--- src/rtl/pts_pkg.sv ---
package pts_pkg;

  typedef enum logic [1:0] {
    PH_IDLE  = 2'd0,
    PH_SENSE = 2'd1,
    PH_DRIVE = 2'd2
  } phase_e;

endpackage

--- src/rtl/pts_scan_seq.sv ---
module pts_scan_seq
  import pts_pkg::*;
#(
  parameter int ROWS        = 8,
  parameter int COLS        = 8,
  parameter int HOLD_CYCLES = 2
) (
  input  logic                     clk,
  input  logic                     rst,
  input  logic                     mode_i,
  input  logic                     lit_cur_i,
  output phase_e                   phase_q,
  output logic [$clog2(ROWS)-1:0]  row_q,
  output logic [$clog2(COLS)-1:0]  col_q,
  output phase_e                   phase_d,
  output logic [$clog2(ROWS)-1:0]  row_d,
  output logic [$clog2(COLS)-1:0]  col_d
);

  localparam int ROW_W  = $clog2(ROWS);
  localparam int COL_W  = $clog2(COLS);
  localparam int IDX_W  = $clog2(ROWS * COLS);
  localparam int HOLD_W = $clog2(HOLD_CYCLES + 1);
  localparam logic [ROW_W-1:0]  LAST_ROW  = ROW_W'(ROWS - 1);
  localparam logic [COL_W-1:0]  LAST_COL  = COL_W'(COLS - 1);
  localparam logic [HOLD_W-1:0] LAST_HOLD = HOLD_W'(HOLD_CYCLES - 1);

  logic [HOLD_W-1:0] hold_q, hold_d;
  logic              last_px;
  logic [ROW_W-1:0]  row_step;
  logic [COL_W-1:0]  col_step;
  logic [IDX_W-1:0]  lin_q;

  assign last_px = (row_q == LAST_ROW) && (col_q == LAST_COL);
  assign lin_q   = IDX_W'(row_q) * IDX_W'(COLS) + IDX_W'(col_q);

  // row-major successor of the current pixel
  always_comb begin
    if (col_q == LAST_COL) begin
      col_step = '0;
      row_step = row_q + 1'b1;
    end else begin
      col_step = col_q + 1'b1;
      row_step = row_q;
    end
  end

  always_comb begin
    phase_d = phase_q;
    row_d   = row_q;
    col_d   = col_q;
    hold_d  = hold_q;
    case (phase_q)
      PH_IDLE: begin
        if (!mode_i) begin
          phase_d = PH_SENSE;
          row_d   = '0;
          col_d   = '0;
          hold_d  = '0;
        end
      end
      PH_SENSE: begin
        if (mode_i) begin
          phase_d = PH_IDLE;
        end else if (last_px) begin
          phase_d = PH_DRIVE;
          row_d   = '0;
          col_d   = '0;
          hold_d  = '0;
        end else begin
          row_d = row_step;
          col_d = col_step;
        end
      end
      PH_DRIVE: begin
        if (mode_i) begin
          phase_d = PH_IDLE;
        end else if (lit_cur_i && (hold_q != LAST_HOLD)) begin
          hold_d = hold_q + 1'b1;
        end else if (last_px) begin
          phase_d = PH_SENSE;
          row_d   = '0;
          col_d   = '0;
          hold_d  = '0;
        end else begin
          row_d  = row_step;
          col_d  = col_step;
          hold_d = '0;
        end
      end
      default: phase_d = PH_IDLE;
    endcase
  end

  always_ff @(posedge clk) begin
    if (rst) begin
      phase_q <= PH_IDLE;
      row_q   <= '0;
      col_q   <= '0;
      hold_q  <= '0;
    end else begin
      phase_q <= phase_d;
      row_q   <= row_d;
      col_q   <= col_d;
      hold_q  <= hold_d;
    end
  end


  scan_step_chk: assert property (@(posedge clk) disable iff (rst)
    (phase_q == PH_SENSE && !mode_i && !last_px)
      |=> (phase_q == PH_SENSE && lin_q == $past(lin_q) + IDX_W'(1)));


  lit_dwell_chk: assert property (@(posedge clk) disable iff (rst)
    (phase_q == PH_DRIVE && !mode_i && lit_cur_i && hold_q != LAST_HOLD)
      |=> (phase_q == PH_DRIVE && $stable(lin_q)));

endmodule

--- src/rtl/pts_toggle_map.sv ---
module pts_toggle_map #(
  parameter int ROWS = 8,
  parameter int COLS = 8
) (
  input  logic                    clk,
  input  logic                    rst,
  input  logic                    sense_en_i,
  input  logic                    key_i,
  input  logic [$clog2(ROWS)-1:0] row_i,
  input  logic [$clog2(COLS)-1:0] col_i,
  input  logic [$clog2(ROWS)-1:0] rd_row_i,
  input  logic [$clog2(COLS)-1:0] rd_col_i,
  output logic                    cur_bit_o,
  output logic                    rd_bit_o
);

  // one word per row, bit c of a word = column c
  logic [ROWS-1:0][COLS-1:0] img;
  logic [ROWS-1:0][COLS-1:0] held;
  logic [ROWS-1:0][COLS-1:0] sel_mask;
  logic                      held_cur;

  assign cur_bit_o = img[row_i][col_i];
  assign rd_bit_o  = img[rd_row_i][rd_col_i];
  assign held_cur  = held[row_i][col_i];

  always_comb begin
    sel_mask = '0;
    sel_mask[row_i][col_i] = 1'b1;
  end

  always_ff @(posedge clk) begin
    if (rst) begin
      img  <= '0;
      held <= '0;
    end else if (sense_en_i) begin
      if (key_i) begin
        held[row_i][col_i] <= 1'b1;
        if (!held_cur) img[row_i][col_i] <= ~img[row_i][col_i];
      end else begin
        held[row_i][col_i] <= 1'b0;
      end
    end
  end


  new_press_flip_chk: assert property (@(posedge clk) disable iff (rst)
    (sense_en_i && key_i && !held_cur) |=> (img == ($past(img) ^ $past(sel_mask))));


  held_press_keep_chk: assert property (@(posedge clk) disable iff (rst)
    (sense_en_i && key_i && held_cur) |=> $stable(img));


  no_sense_keep_chk: assert property (@(posedge clk) disable iff (rst)
    !sense_en_i |=> $stable(img));

endmodule

--- src/rtl/pts_line_drive.sv ---
module pts_line_drive
  import pts_pkg::*;
#(
  parameter int ROWS = 8,
  parameter int COLS = 8
) (
  input  logic                    clk,
  input  logic                    rst,
  input  phase_e                  phase_d,
  input  logic [$clog2(ROWS)-1:0] row_d,
  input  logic [$clog2(COLS)-1:0] col_d,
  input  logic                    lit_d,
  output logic [ROWS-1:0]         row_sel_o,
  output logic [COLS-1:0]         col_drive_o,
  output logic [ROWS-1:0]         row_sink_o
);

  logic [ROWS-1:0] row_hot;
  logic [COLS-1:0] col_hot;
  logic            lit_now;

  assign row_hot = ROWS'(1) << row_d;
  assign col_hot = COLS'(1) << col_d;
  assign lit_now = (phase_d == PH_DRIVE) && lit_d;

  always_ff @(posedge clk) begin
    if (rst) begin
      row_sel_o   <= '0;
      col_drive_o <= '0;
      row_sink_o  <= '0;
    end else begin
      row_sel_o   <= (phase_d == PH_SENSE) ? row_hot : '0;
      col_drive_o <= lit_now ? col_hot : '0;
      row_sink_o  <= lit_now ? row_hot : '0;
    end
  end


  single_pixel_chk: assert property (@(posedge clk) disable iff (rst)
    $onehot0(col_drive_o) && ($countones(col_drive_o) == $countones(row_sink_o)));


  sense_drive_apart_chk: assert property (@(posedge clk) disable iff (rst)
    !((|row_sel_o) && (|col_drive_o)));

endmodule

--- src/rtl/press_toggle_scanner.sv ---
module press_toggle_scanner #(
  parameter int ROWS        = 8,
  parameter int COLS        = 8,
  parameter int HOLD_CYCLES = 2
) (
  input  logic            clk,
  input  logic            rst,
  input  logic            mode_i,
  input  logic [COLS-1:0] col_sense_i,
  output logic [ROWS-1:0] row_sel_o,
  output logic [COLS-1:0] col_drive_o,
  output logic [ROWS-1:0] row_sink_o
);

  import pts_pkg::*;

  localparam int ROW_W = $clog2(ROWS);
  localparam int COL_W = $clog2(COLS);

  phase_e             phase_q, phase_d;
  logic [ROW_W-1:0]   row_q, row_d;
  logic [COL_W-1:0]   col_q, col_d;
  logic               lit_cur, lit_next;
  logic               sense_en;
  logic               key;

  assign sense_en = (phase_q == PH_SENSE) && !mode_i;
  assign key      = col_sense_i[col_q];

  pts_scan_seq #(
    .ROWS(ROWS), .COLS(COLS), .HOLD_CYCLES(HOLD_CYCLES)
  ) u_seq (
    .clk(clk), .rst(rst), .mode_i(mode_i), .lit_cur_i(lit_cur),
    .phase_q(phase_q), .row_q(row_q), .col_q(col_q),
    .phase_d(phase_d), .row_d(row_d), .col_d(col_d)
  );

  pts_toggle_map #(
    .ROWS(ROWS), .COLS(COLS)
  ) u_map (
    .clk(clk), .rst(rst), .sense_en_i(sense_en), .key_i(key),
    .row_i(row_q), .col_i(col_q), .rd_row_i(row_d), .rd_col_i(col_d),
    .cur_bit_o(lit_cur), .rd_bit_o(lit_next)
  );

  pts_line_drive #(
    .ROWS(ROWS), .COLS(COLS)
  ) u_drive (
    .clk(clk), .rst(rst), .phase_d(phase_d), .row_d(row_d), .col_d(col_d),
    .lit_d(lit_next), .row_sel_o(row_sel_o), .col_drive_o(col_drive_o),
    .row_sink_o(row_sink_o)
  );

endmodule

--- config.mk ---
export PLATFORM = sky130hd
export DESIGN_NAME = press_toggle_scanner
export DESIGN_NICKNAME = d
export VERILOG_FILES = /design/src/rtl/pts_pkg.sv /design/src/rtl/pts_scan_seq.sv /design/src/rtl/pts_toggle_map.sv /design/src/rtl/pts_line_drive.sv /design/src/rtl/press_toggle_scanner.sv
export SDC_FILE = /design/constraint.sdc
export NUM_CORES = 1
export LEC_CHECK = 0
export ABC_AREA = 1
export BUFFER_PORTS_ARGS = -buffer_cell sky130_fd_sc_hd__clkbuf_2
export CORE_MARGIN = 4
export CORE_UTILIZATION = 35
export DETAILED_ROUTE_END_ITERATION = 6
export SYNTH_ARGS = -nofsm -noshare
export SYNTH_HDL_FRONTEND = slang
export SYNTH_HIERARCHICAL = 1
export SYNTH_SLANG_ARGS = --single-unit
--- constraint.sdc ---
create_clock -name clk -period 4.4 [get_ports clk]
set_input_delay 0.22 -clock clk [delete_from_list [all_inputs] [get_ports clk]]
set_output_delay 0.22 -clock clk [all_outputs]
set_load 0.01 [all_outputs]
==> impl_metrics.yaml, run 1 <==
worst_setup_path:
  r2r_cells: 26
  crit_type: "reg -> reg"
  worstSetupEndpoint: "u_drive/row_sink_o[5]$_SDFF_PP0_"
  required_ns: 4.77
  cp-end-kind: "flop"
  r2r_end: "u_drive/row_sink_o[5]$_SDFF_PP0_"
  regToRegSetupSlack_ns: 0.41
  crit_start: "u_seq/row_q[1]$_SDFF_PP0_"
  critPathMaxFanout: 24
  cp.arrival_ns: 4.36
  critPathLaunchType: "flop"
  timing.rr.start: "u_seq/row_q[1]$_SDFF_PP0_"
power_and_ir_drop:
  powerDensity_mw_per_mm2: 304
  vdd_drop_max_mv: 0.283
  leakage_uw: 0.00608
floorplan:
  fp-row-count: 61
  die-height_um: 177
  die_area_mm2: 0.0314
  initial_core_util: 0.358
  pin_count: 35
  die_w_um: 177
  design.core.area_mm2: 0.0280
cells_and_area:
  nFillCells: 3002
  nets: 1577
  post-route-cell-area_mm2: 0.0110
  multi_input_area_mm2: 0.00560
  syn_to_final_growth_pct: 9.98
  antennaDiodeCount: 0
  seqCellArea_mm2: 0.00325
  drive_above_1_share: 0.122
clocking:
  cts.sinks: 162
  cts_setup_buffers: 0
  cts_max_level: 4
  numCtsBuffers: 17
  clk_pin_slew_ns: 0.07
  clockRootBuffer: "clkbuf_16"
  clock_latency_ns: 0.44
  cts_max_path_buffers: 2
  postCtsResizedCells: 0
  cts_tree: "done"
  ctsHoldBuffers: 0
status:
  outcome: "finished clean"
run:
  max-cap-violations: 0
grt:
  first_global_vias: 9448
  busiest_layer: "met2"
  met3_usage: 0.0408
  grt_max_degree: 75
  grtUsageMet2: 0.332
  track_usage: 0.210
  grt_pass1_wl_um: 52500
  antenna_found_initial: 0
  grt-ovfl-total: 0
  met1_usage: 0.287
logic_synthesis:
  synth_top_cells_by_area: "dfxtp_1 (32%), nand2_1 (17%), nor2_1 (9.5%)"
  ys_ff_latch: 162
  yosys.area.top_type_share: 0.324
  synth_cell_types: 34
  postSynthAreaPerCell_um2: 6.33
  synthesis.nets: 1599
  syn_inst: 1582
  syn_area_mm2: 0.0100
  synth-seq-area-share: 0.324
  yosysTopAreaCell: "dfxtp_1"
  yosys_warnings: 6
worst_hold_path:
  min_path_type: "in -> reg"
  hp-start: "mode_i"
timing:
  layout_min_cycle_time_ns: 3.99
  finalHoldViolCount: 0
  finalCritPeriodShare: 0.906
  setup_viol: 0
  drv_slew: 0
  fmax_mhz: 251
  rsz0062_at_grt: "false"
  slew-limit-headroom: 0.334
  fin_setup_tns_ns: 0
  skew_ns: 0.0141
  tightest_slew_ns: 0.997
placed_design:
  numPortBuffers: 34
  place_congestion: 0.941
  hpwl_um: 20600
  placed_area_mm2: 0.0104
detailed_routing:
  firstDrtPassIters: 6
  drc: 0
  ant_nets: 0
  num_vias: 10172
  routed_wl_um: 32700
  wl_per_cell_um: 16.7
  via_per_inst: 5.21
  first_iter_violations: 1134
==> synth_stat cells <==
| master | number |
|---|---|
| a21oi_1 | 93 |
| a21oi_2 | 1 |
| a22oi_1 | 1 |
| buf_1 | 3 |
| buf_2 | 23 |
| buf_4 | 10 |
| buf_6 | 15 |
| clkbuf_1 | 55 |
| clkbuf_2 | 1 |
| dfxtp_1 | 162 |
| ha_1 | 6 |
| inv_1 | 154 |
| inv_2 | 8 |
| inv_4 | 1 |
| nand2_1 | 450 |
| nand2_2 | 5 |
| nand2_4 | 1 |
| nand3_1 | 47 |
| nand3_2 | 8 |
| nand3b_1 | 1 |
| nand4_1 | 6 |
| nand4_2 | 60 |
| nor2_1 | 254 |
| nor2_2 | 1 |
| nor2_4 | 4 |
| nor3_1 | 55 |
| nor3b_1 | 1 |
| nor4_1 | 45 |
| o211ai_1 | 18 |
| o21ai_0 | 86 |
| o21ai_1 | 2 |
| o21ai_2 | 2 |
| or2_0 | 1 |
| or2_1 | 2 |
==> layout by cell type, fill, tap and decap left out, types with 8 or more instances in the layout <==
cell	netlist	final
nand2_1	450	449
nor2_1	254	253
dfxtp_1	162	161
inv_1	154	154
a21oi_1	93	93
o21ai_0	86	86
nand4_2	60	60
nor3_1	55	55
nand3_1	47	47
nor4_1	45	45
clkbuf_2	1	34
buf_4	10	28
o211ai_1	18	18
clkbuf_16	0	17
nand3_2	8	8
==> report_power, final <==
part           switching [µW]  total (µW)  internal (µW)
Sequential               5.34        1480           1470
Clock                     697        1610            915
Combinational             204         259           55.0
Total                     906        3350           2440
==> metrics by stage <==
stage	instances	util	total power (µW)	worst slack (ns)	hold slack, ns
detailed placement	1919	0.371	1760	0.346	0.445
global route	1951	0.393	3460	0.0545	0.390
global placement	1919	0.371	1760	0.402	0.439
CTS	1951	0.393	3370	0.307	0.348
floorplan	1582	-	1680	0.632	0.289
finish	1951	0.393	3350	0.412	0.370
==> critical path, cell delays in order, from the launching register on <==
cell and delay (ns):
dfxtp_1 0.42, buf_4 0.31, inv_4 0.21, nand2_1 0.12
nand2_1 0.06, nand2_1 0.05, nand2_1 0.11, nand2_1 0.09
nand4_1 0.16, nor2_4 0.15, inv_1 0.05, nand2_1 0.11
nand2_4 0.09, a21oi_1 0.15, nand2_1 0.08, nand3_2 0.25
buf_4 0.31, o21ai_0 0.14, o21ai_0 0.22, o211ai_1 0.12
o211ai_1 0.10, nand3b_1 0.11, nand2_1 0.09, nand2_1 0.07
inv_2 0.10, nand2_2 0.11, nor2_1 0.11
==> final cells by class <==
type                            instances  area share
Clock buffer                           18      0.0389
Clock inverter                         14      0.0173
Inverter                              163      0.0560
Multi-Input combinational cell       1150       0.508
Sequential cell                       162       0.295
Tap cell                              378      0.0429
Timing Repair Buffer                   66      0.0418
==> worst min-delay path by stage <==
| stage | endpoint | cells past startpoint |
|---|---|---|
| after floorplan | u_seq/hold_q[1]$_SDFFE_PP0P_ | 1 |
| after detailed placement | flop | 2 |
| after global routing | u_seq/phase_q[1]$_SDFF_PP0_ | 4 |
| after global placement | flop | 2 |
| final | u_seq/phase_q[1]$_SDFF_PP0_ | 4 |
| after CTS | u_seq/phase_q[1]$_SDFF_PP0_ | 4 |
==> cells by family (layout without fill, tap and decap cells) <==
| logic type | count (synthesis) | after routing | synth area share |
|---|---|---|---|
| simple gates | 941 | 941 | 0.442 |
| buf+inv | 270 | 261 | 0.119 |
| compound gates | 203 | 203 | 0.107 |
| flops | 162 | 162 | 0.324 |
| fa+ha+maj | 6 | 6 | 0.00749 |
==> layer usage <==
metal / wire (µm) / part of all wire
met5: 0 / 0
met4: 944 / 0.029
met3: 2540 / 0.078
met2: 14500 / 0.45
met1: 14600 / 0.45
No activity file was read; power rests on OpenSTA's default activity.
==> run 2: changes to the inputs <==
--- a/config.mk
+++ b/config.mk
@@ -7,5 +7,5 @@
 export LEC_CHECK = 0
 export ABC_AREA = 1
-export BUFFER_PORTS_ARGS = -buffer_cell sky130_fd_sc_hd__clkbuf_2
+export BUFFER_PORTS_ARGS = -buffer_cell sky130_fd_sc_hd__buf_2
 export CORE_MARGIN = 4
 export CORE_UTILIZATION = 35
==> constraint.sdc (replaced) <==
create_clock -name clk -period 4.4 [get_ports clk]
set_input_delay 0.66 -clock clk [delete_from_list [all_inputs] [get_ports clk]]
set_output_delay 0.66 -clock clk [all_outputs]
set_load 0.01 [all_outputs]
==> run 2 against run 1 <==
  * Utilization barely moved
  * Highest routed layer unchanged
  * Global-route usage fell by 0.88 points
  * Total power fell by 1.5%
  * First-iteration DRC count fell by 2.8%
  * Register-to-register slack got worse by 0.04 ns
  * Final cell count rose by 0.15%
  * Largest power group unchanged
  * Setup slack got worse by 0.036 ns
  * Clock power fell by 3%
  * Final area barely moved
  * Critical path depth rose by 1
  * Largest cell class unchanged
  * Non-clock buffer count rose by 3
==> impl_metrics.yaml, run 2 (synthesis gave the netlist of run 1 again) <==
worst_setup_path:
  critPathLaunchType: "flop"
  required_ns: 4.74
  crit_type: "reg -> reg"
  cp.arrival_ns: 4.36
  critPathMaxFanout: 33
  cp-end-kind: "flop"
clocking:
  clk_pin_slew_ns: 0.07
  clockRootBuffer: "clkbuf_16"
  numCtsBuffers: 17
  cts_max_level: 4
  cts_max_path_buffers: 2
  clock_latency_ns: 0.45
  cts.sinks: 162
  cts_setup_buffers: 0
  cts_tree: "done"
  ctsHoldBuffers: 0
cells_and_area:
  nets: 1580
  layout_commonest_cell: "nand2_1"
  antennaDiodeCount: 0
  final_cell_mix: "nand2_1 (449), nor2_1 (253), dfxtp_1 (160)"
  post-route-cell-area_mm2: 0.0110
  finish.utilization: 0.394
  drive_above_1_share: 0.126
  syn_to_final_growth_pct: 10.1
run:
  max-cap-violations: 0
grt:
  grt-ovfl-total: 0
  grt_max_degree: 65
  grt_pass1_wl_um: 50500
  antenna_found_initial: 0
  track_usage: 0.202
  first_global_vias: 9361
timing:
  fin_setup_tns_ns: 0
  rsz0062_at_grt: "false"
  layout_min_cycle_time_ns: 4.02
  slew-limit-headroom: 0.328
  finalHoldViolCount: 0
  setup_viol: 0
  skew_ns: 0.0145
  drv_slew: 0
  fmax_mhz: 249
  tightest_slew_ns: 1.01
  finalCritPeriodShare: 0.914
floorplan:
  fp-row-count: 61
  die-height_um: 177
  design.core.area_mm2: 0.0280
  initial_core_util: 0.358
  pin_count: 35
  die_area_mm2: 0.0314
  die_w_um: 177
worst_hold_path:
  min_path_type: "reg -> reg"
detailed_routing:
  firstDrtPassIters: 5
  num_vias: 10144
  first_iter_violations: 1102
  ant_nets: 0
  routed_wl_um: 31900
  via_per_inst: 5.19
  wl_per_cell_um: 16.3
  drc: 0
placed_design:
  numPortBuffers: 34
  placed_area_mm2: 0.0104
  hpwl_um: 20800
  place_congestion: 0.922
power_and_ir_drop:
  leakage_uw: 0.00610
  totalPowerFinal_uw: 3290
  powerDensity_mw_per_mm2: 299
  vdd_drop_max_mv: 0.281
status:
  outcome: "finished clean"
-- run 2: cell count changes in the layout (fill, tap and decap cells not counted), moves of 2 or more --
cell,delta
clkbuf_2,-34
clkinv_8,+3
buf_2,+34
bufinv_16,-2
buf_4,+4
-- run 2: layout make-up --
| type | count | area, µm² |
|---|---|---|
| clock buffer | 17 | 425 |
| clock inverter | 15 | 183 |
| fill | 2955 | 17000 |
| inverter | 163 | 614 |
| multi-input combinational | 1150 | 5620 |
| sequential | 162 | 3250 |
| tap | 378 | 473 |
| timing repair buffer | 69 | 470 |
-- run 2: routing by layer --
metal,vias up,track usage,share of wire
li1,5057,-,-
met5,-,0,0
met4,0,0.0596,0.019
met3,45,0.0414,0.068
met2,352,0.324,0.46
met1,4690,0.273,0.46
-- run 2: where the power goes --
group	total [µW]	internal (µW)	leakage (µW)	switching, µW
registers	1480	1470	0.00131	7.22
logic	258	55.9	0.00450	202
clock network	1560	819	0.000298	740
total	3290	2340	0.00610	950
-- run 2: final timing paths --
path              cells past startpoint                          endpoint                       from  slack [ns]
setup / recovery                     27  u_drive/row_sink_o[1]$_SDFF_PP0_  u_seq/row_q[0]$_SDFF_PP0_        0.38
hold / removal                        2                              flop                       flop        0.45
setup reg to reg                     27  u_drive/row_sink_o[1]$_SDFF_PP0_  u_seq/row_q[0]$_SDFF_PP0_        0.38
hold reg to reg                       2                              flop                       flop        0.45
-- run 2: repair_timing --
action / CTS / global route
resized for setup: 0 / 3
endpoints found under the setup margin: 0 / 16
endpoints found under the hold margin: 0 / 0
-- run 2: worst max-delay path, stage by stage (launching register included) --
cell	delay (ns)
dfxtp_4	0.52
buf_12	0.23
o21ai_0	0.15
nand2_1	0.08
nand2_1	0.05
nand2_1	0.05
nand2_1	0.05
nand2_1	0.09
nand4_1	0.17
nor2_4	0.14
inv_1	0.06
nand2_1	0.22
nand2_4	0.12
a21oi_1	0.15
nand2_1	0.11
nand3_4	0.19
buf_4	0.29
a21oi_1	0.06
o21ai_0	0.08
o21ai_0	0.12
o211ai_1	0.23
o211ai_1	0.16
nand3b_1	0.15
nand2_1	0.09
nand2_1	0.08
inv_2	0.06
nand2_2	0.13
nor2_1	0.06
-- run 2: per-stage QoR --
stage               instances  setup slack [ns]  hold WS, ns
finish                   1954             0.376        0.454
detailed placement       1922             0.252        0.445
floorplan                1582             0.632        0.429
CTS                      1954             0.236        0.456
global route             1954            0.0231        0.472
global placement         1922             0.314        0.442
==> run 3: changes to the inputs <==
Settings changed: BUFFER_PORTS_ARGS -buffer_cell sky130_fd_sc_hd__buf_2 to -buffer_cell sky130_fd_sc_hd__buf_4.
==> run 3 against run 2 <==
  * Global-route usage fell by 0.16 points
  * First-iteration DRC count is 0.36% lower
  * Via count up 0.52%
  * Register-to-register slack got worse by 0.03 ns
  * Clock skew increased by 0.0010 ns
  * Critical path depth did not move
  * Setup slack worse by 0.033 ns
  * Combinational power shrank 2%
  * Sequential power about the same
  * Final area increased by 0.35%
  * Clock-buffer cell count stayed put
  * Largest cell class unchanged
  * Highest routed layer unchanged
==> impl_metrics.yaml, run 3 (synthesis gave the netlist of run 1 again) <==
status:
  outcome: "finished clean"
worst_setup_path:
  required_ns: 4.77
  r2r_end: "u_drive/row_sink_o[2]$_SDFF_PP0_"
  r2r_cells: 27
  regToRegSetupSlack_ns: 0.34
  crit_type: "reg -> reg"
  critPathLaunchType: "flop"
  critPathSlowestCell: "dfxtp_1"
  cp-end-kind: "flop"
  cp_common_cell: "nand2_1"
  timing.rr.start: "u_seq/row_q[1]$_SDFF_PP0_"
  crit_start: "u_seq/row_q[1]$_SDFF_PP0_"
  critical_path.max_stage_delay_ns: 0.65
  critPathMaxFanout: 24
  cp.arrival_ns: 4.43
clocking:
  cts_setup_buffers: 0
  ctsHoldBuffers: 0
  clockRootBuffer: "clkbuf_16"
  numCtsBuffers: 17
  postCtsResizedCells: 0
  cts_max_level: 4
  clock_latency_ns: 0.44
  cts_max_path_buffers: 2
  cts.sinks: 162
  cts_tree: "done"
  clk_pin_slew_ns: 0.08
floorplan:
  initial_core_util: 0.358
  pin_count: 35
  die_area_mm2: 0.0314
  design.core.area_mm2: 0.0280
  die-height_um: 177
  die_w_um: 177
  fp-row-count: 61
placed_design:
  place_congestion: 0.877
  place_inst: 1919
  hpwl_um: 21100
  numPortBuffers: 34
cells_and_area:
  nets: 1577
  final_cell_mix: "nand2_1 (449), nor2_1 (253), dfxtp_1 (161)"
  antennaDiodeCount: 0
  layout_commonest_cell: "nand2_1"
  drive_above_1_share: 0.123
  syn_to_final_growth_pct: 10.5
  nFillCells: 2953
  fin_cells: 1951
power_and_ir_drop:
  powerDensity_mw_per_mm2: 296
  leakage_uw: 0.00609
  vdd_drop_max_mv: 0.270
detailed_routing:
  via_per_inst: 5.23
  routed_wl_um: 31900
  wl_per_cell_um: 16.4
  num_vias: 10197
  firstDrtPassIters: 5
  ant_nets: 0
  first_iter_violations: 1098
  drc: 0
grt:
  grt_pass1_wl_um: 50200
  antenna_found_initial: 0
  grt_max_degree: 74
  grt-ovfl-total: 0
  first_global_vias: 9099
  track_usage: 0.200
timing:
  fin_setup_tns_ns: 0
  holdWs_ns: 0.456
  finalHoldViolCount: 0
  skew_ns: 0.0155
  slew-limit-headroom: 0.365
  setup_viol: 0
  drv_slew: 0
  rsz0062_at_grt: "false"
  fmax_mhz: 247
  tightest_slew_ns: 0.952
  finalCritPeriodShare: 0.922
  layout_min_cycle_time_ns: 4.06
run:
  max-cap-violations: 0
worst_hold_path:
  min_path_type: "reg -> reg"
  whs_path_depth: 2
run 3: cell types whose count changed in the layout (fill, tap and decap cells not counted), sizes merged:
| cell | before | now |
|---|---|---|
| buf | 69 | 66 |
| clkinvlp | 0 | 2 |
| inv | 173 | 171 |
run 3: final cells by class:
class / count / area (µm²) / share of cell area
clock buffers: 17 / 425 / 0.0384
repair buffers: 66 / 520 / 0.0470
inverters: 163 / 614 / 0.0555
flip-flops and latches: 162 / 3250 / 0.293
well taps: 378 / 473 / 0.0427
multi-input cells: 1150 / 5600 / 0.506
clock inverters: 15 / 185 / 0.0167
run 3: critical path, delay by kind of cell (launching register included):
| kind | cells | cell delay [ns] |
|---|---|---|
| buf+inv | 5 | 0.91 |
| compound gates | 5 | 0.57 |
| flops | 1 | 0.65 |
| simple gates | 17 | 1.85 |
run 3: report_power, final:
group	leakage (µW)	switching (µW)	internal [µW]
registers	0.00131	6.50	1470
logic	0.00449	198	55.8
clock network	0.000293	722	819
total	0.00609	927	2340
run 3: metal layers:
layer / part of all wire / wire, µm / up-vias / global-route usage
li1: - / - / 5056 / -
met1: 0.47 / 14900 / 4691 / 0.286
met2: 0.44 / 14100 / 415 / 0.315
met3: 0.079 / 2520 / 35 / 0.0357
met4: 0.012 / 386 / 0 / 0.0429
met5: 0 / 0 / - / 0
run 3: per-stage QoR:
stage                     worst slack [ns]  power [µW]  instance area (µm²)  utilization
after floorplan                      0.632        1680                10000            -
after global placement               0.619        1760                10500        0.373
after detailed placement             0.477        1760                10500        0.373
after CTS                            0.431        3300                11100        0.395
after global routing                0.0384        3380                11100        0.395
final                                0.343        3270                11100        0.395
run 3: worst max-delay path by stage:
stage | to | cells after the start
floorplan | u_drive/row_sink_o[0]$_SDFF_PP0_ | 30
global placement | u_drive/row_sink_o[1]$_SDFF_PP0_ | 27
detailed placement | u_drive/row_sink_o[2]$_SDFF_PP0_ | 27
CTS | u_drive/row_sink_o[2]$_SDFF_PP0_ | 27
global route | u_drive/row_sink_o[2]$_SDFF_PP0_ | 27
finish | u_drive/row_sink_o[2]$_SDFF_PP0_ | 27
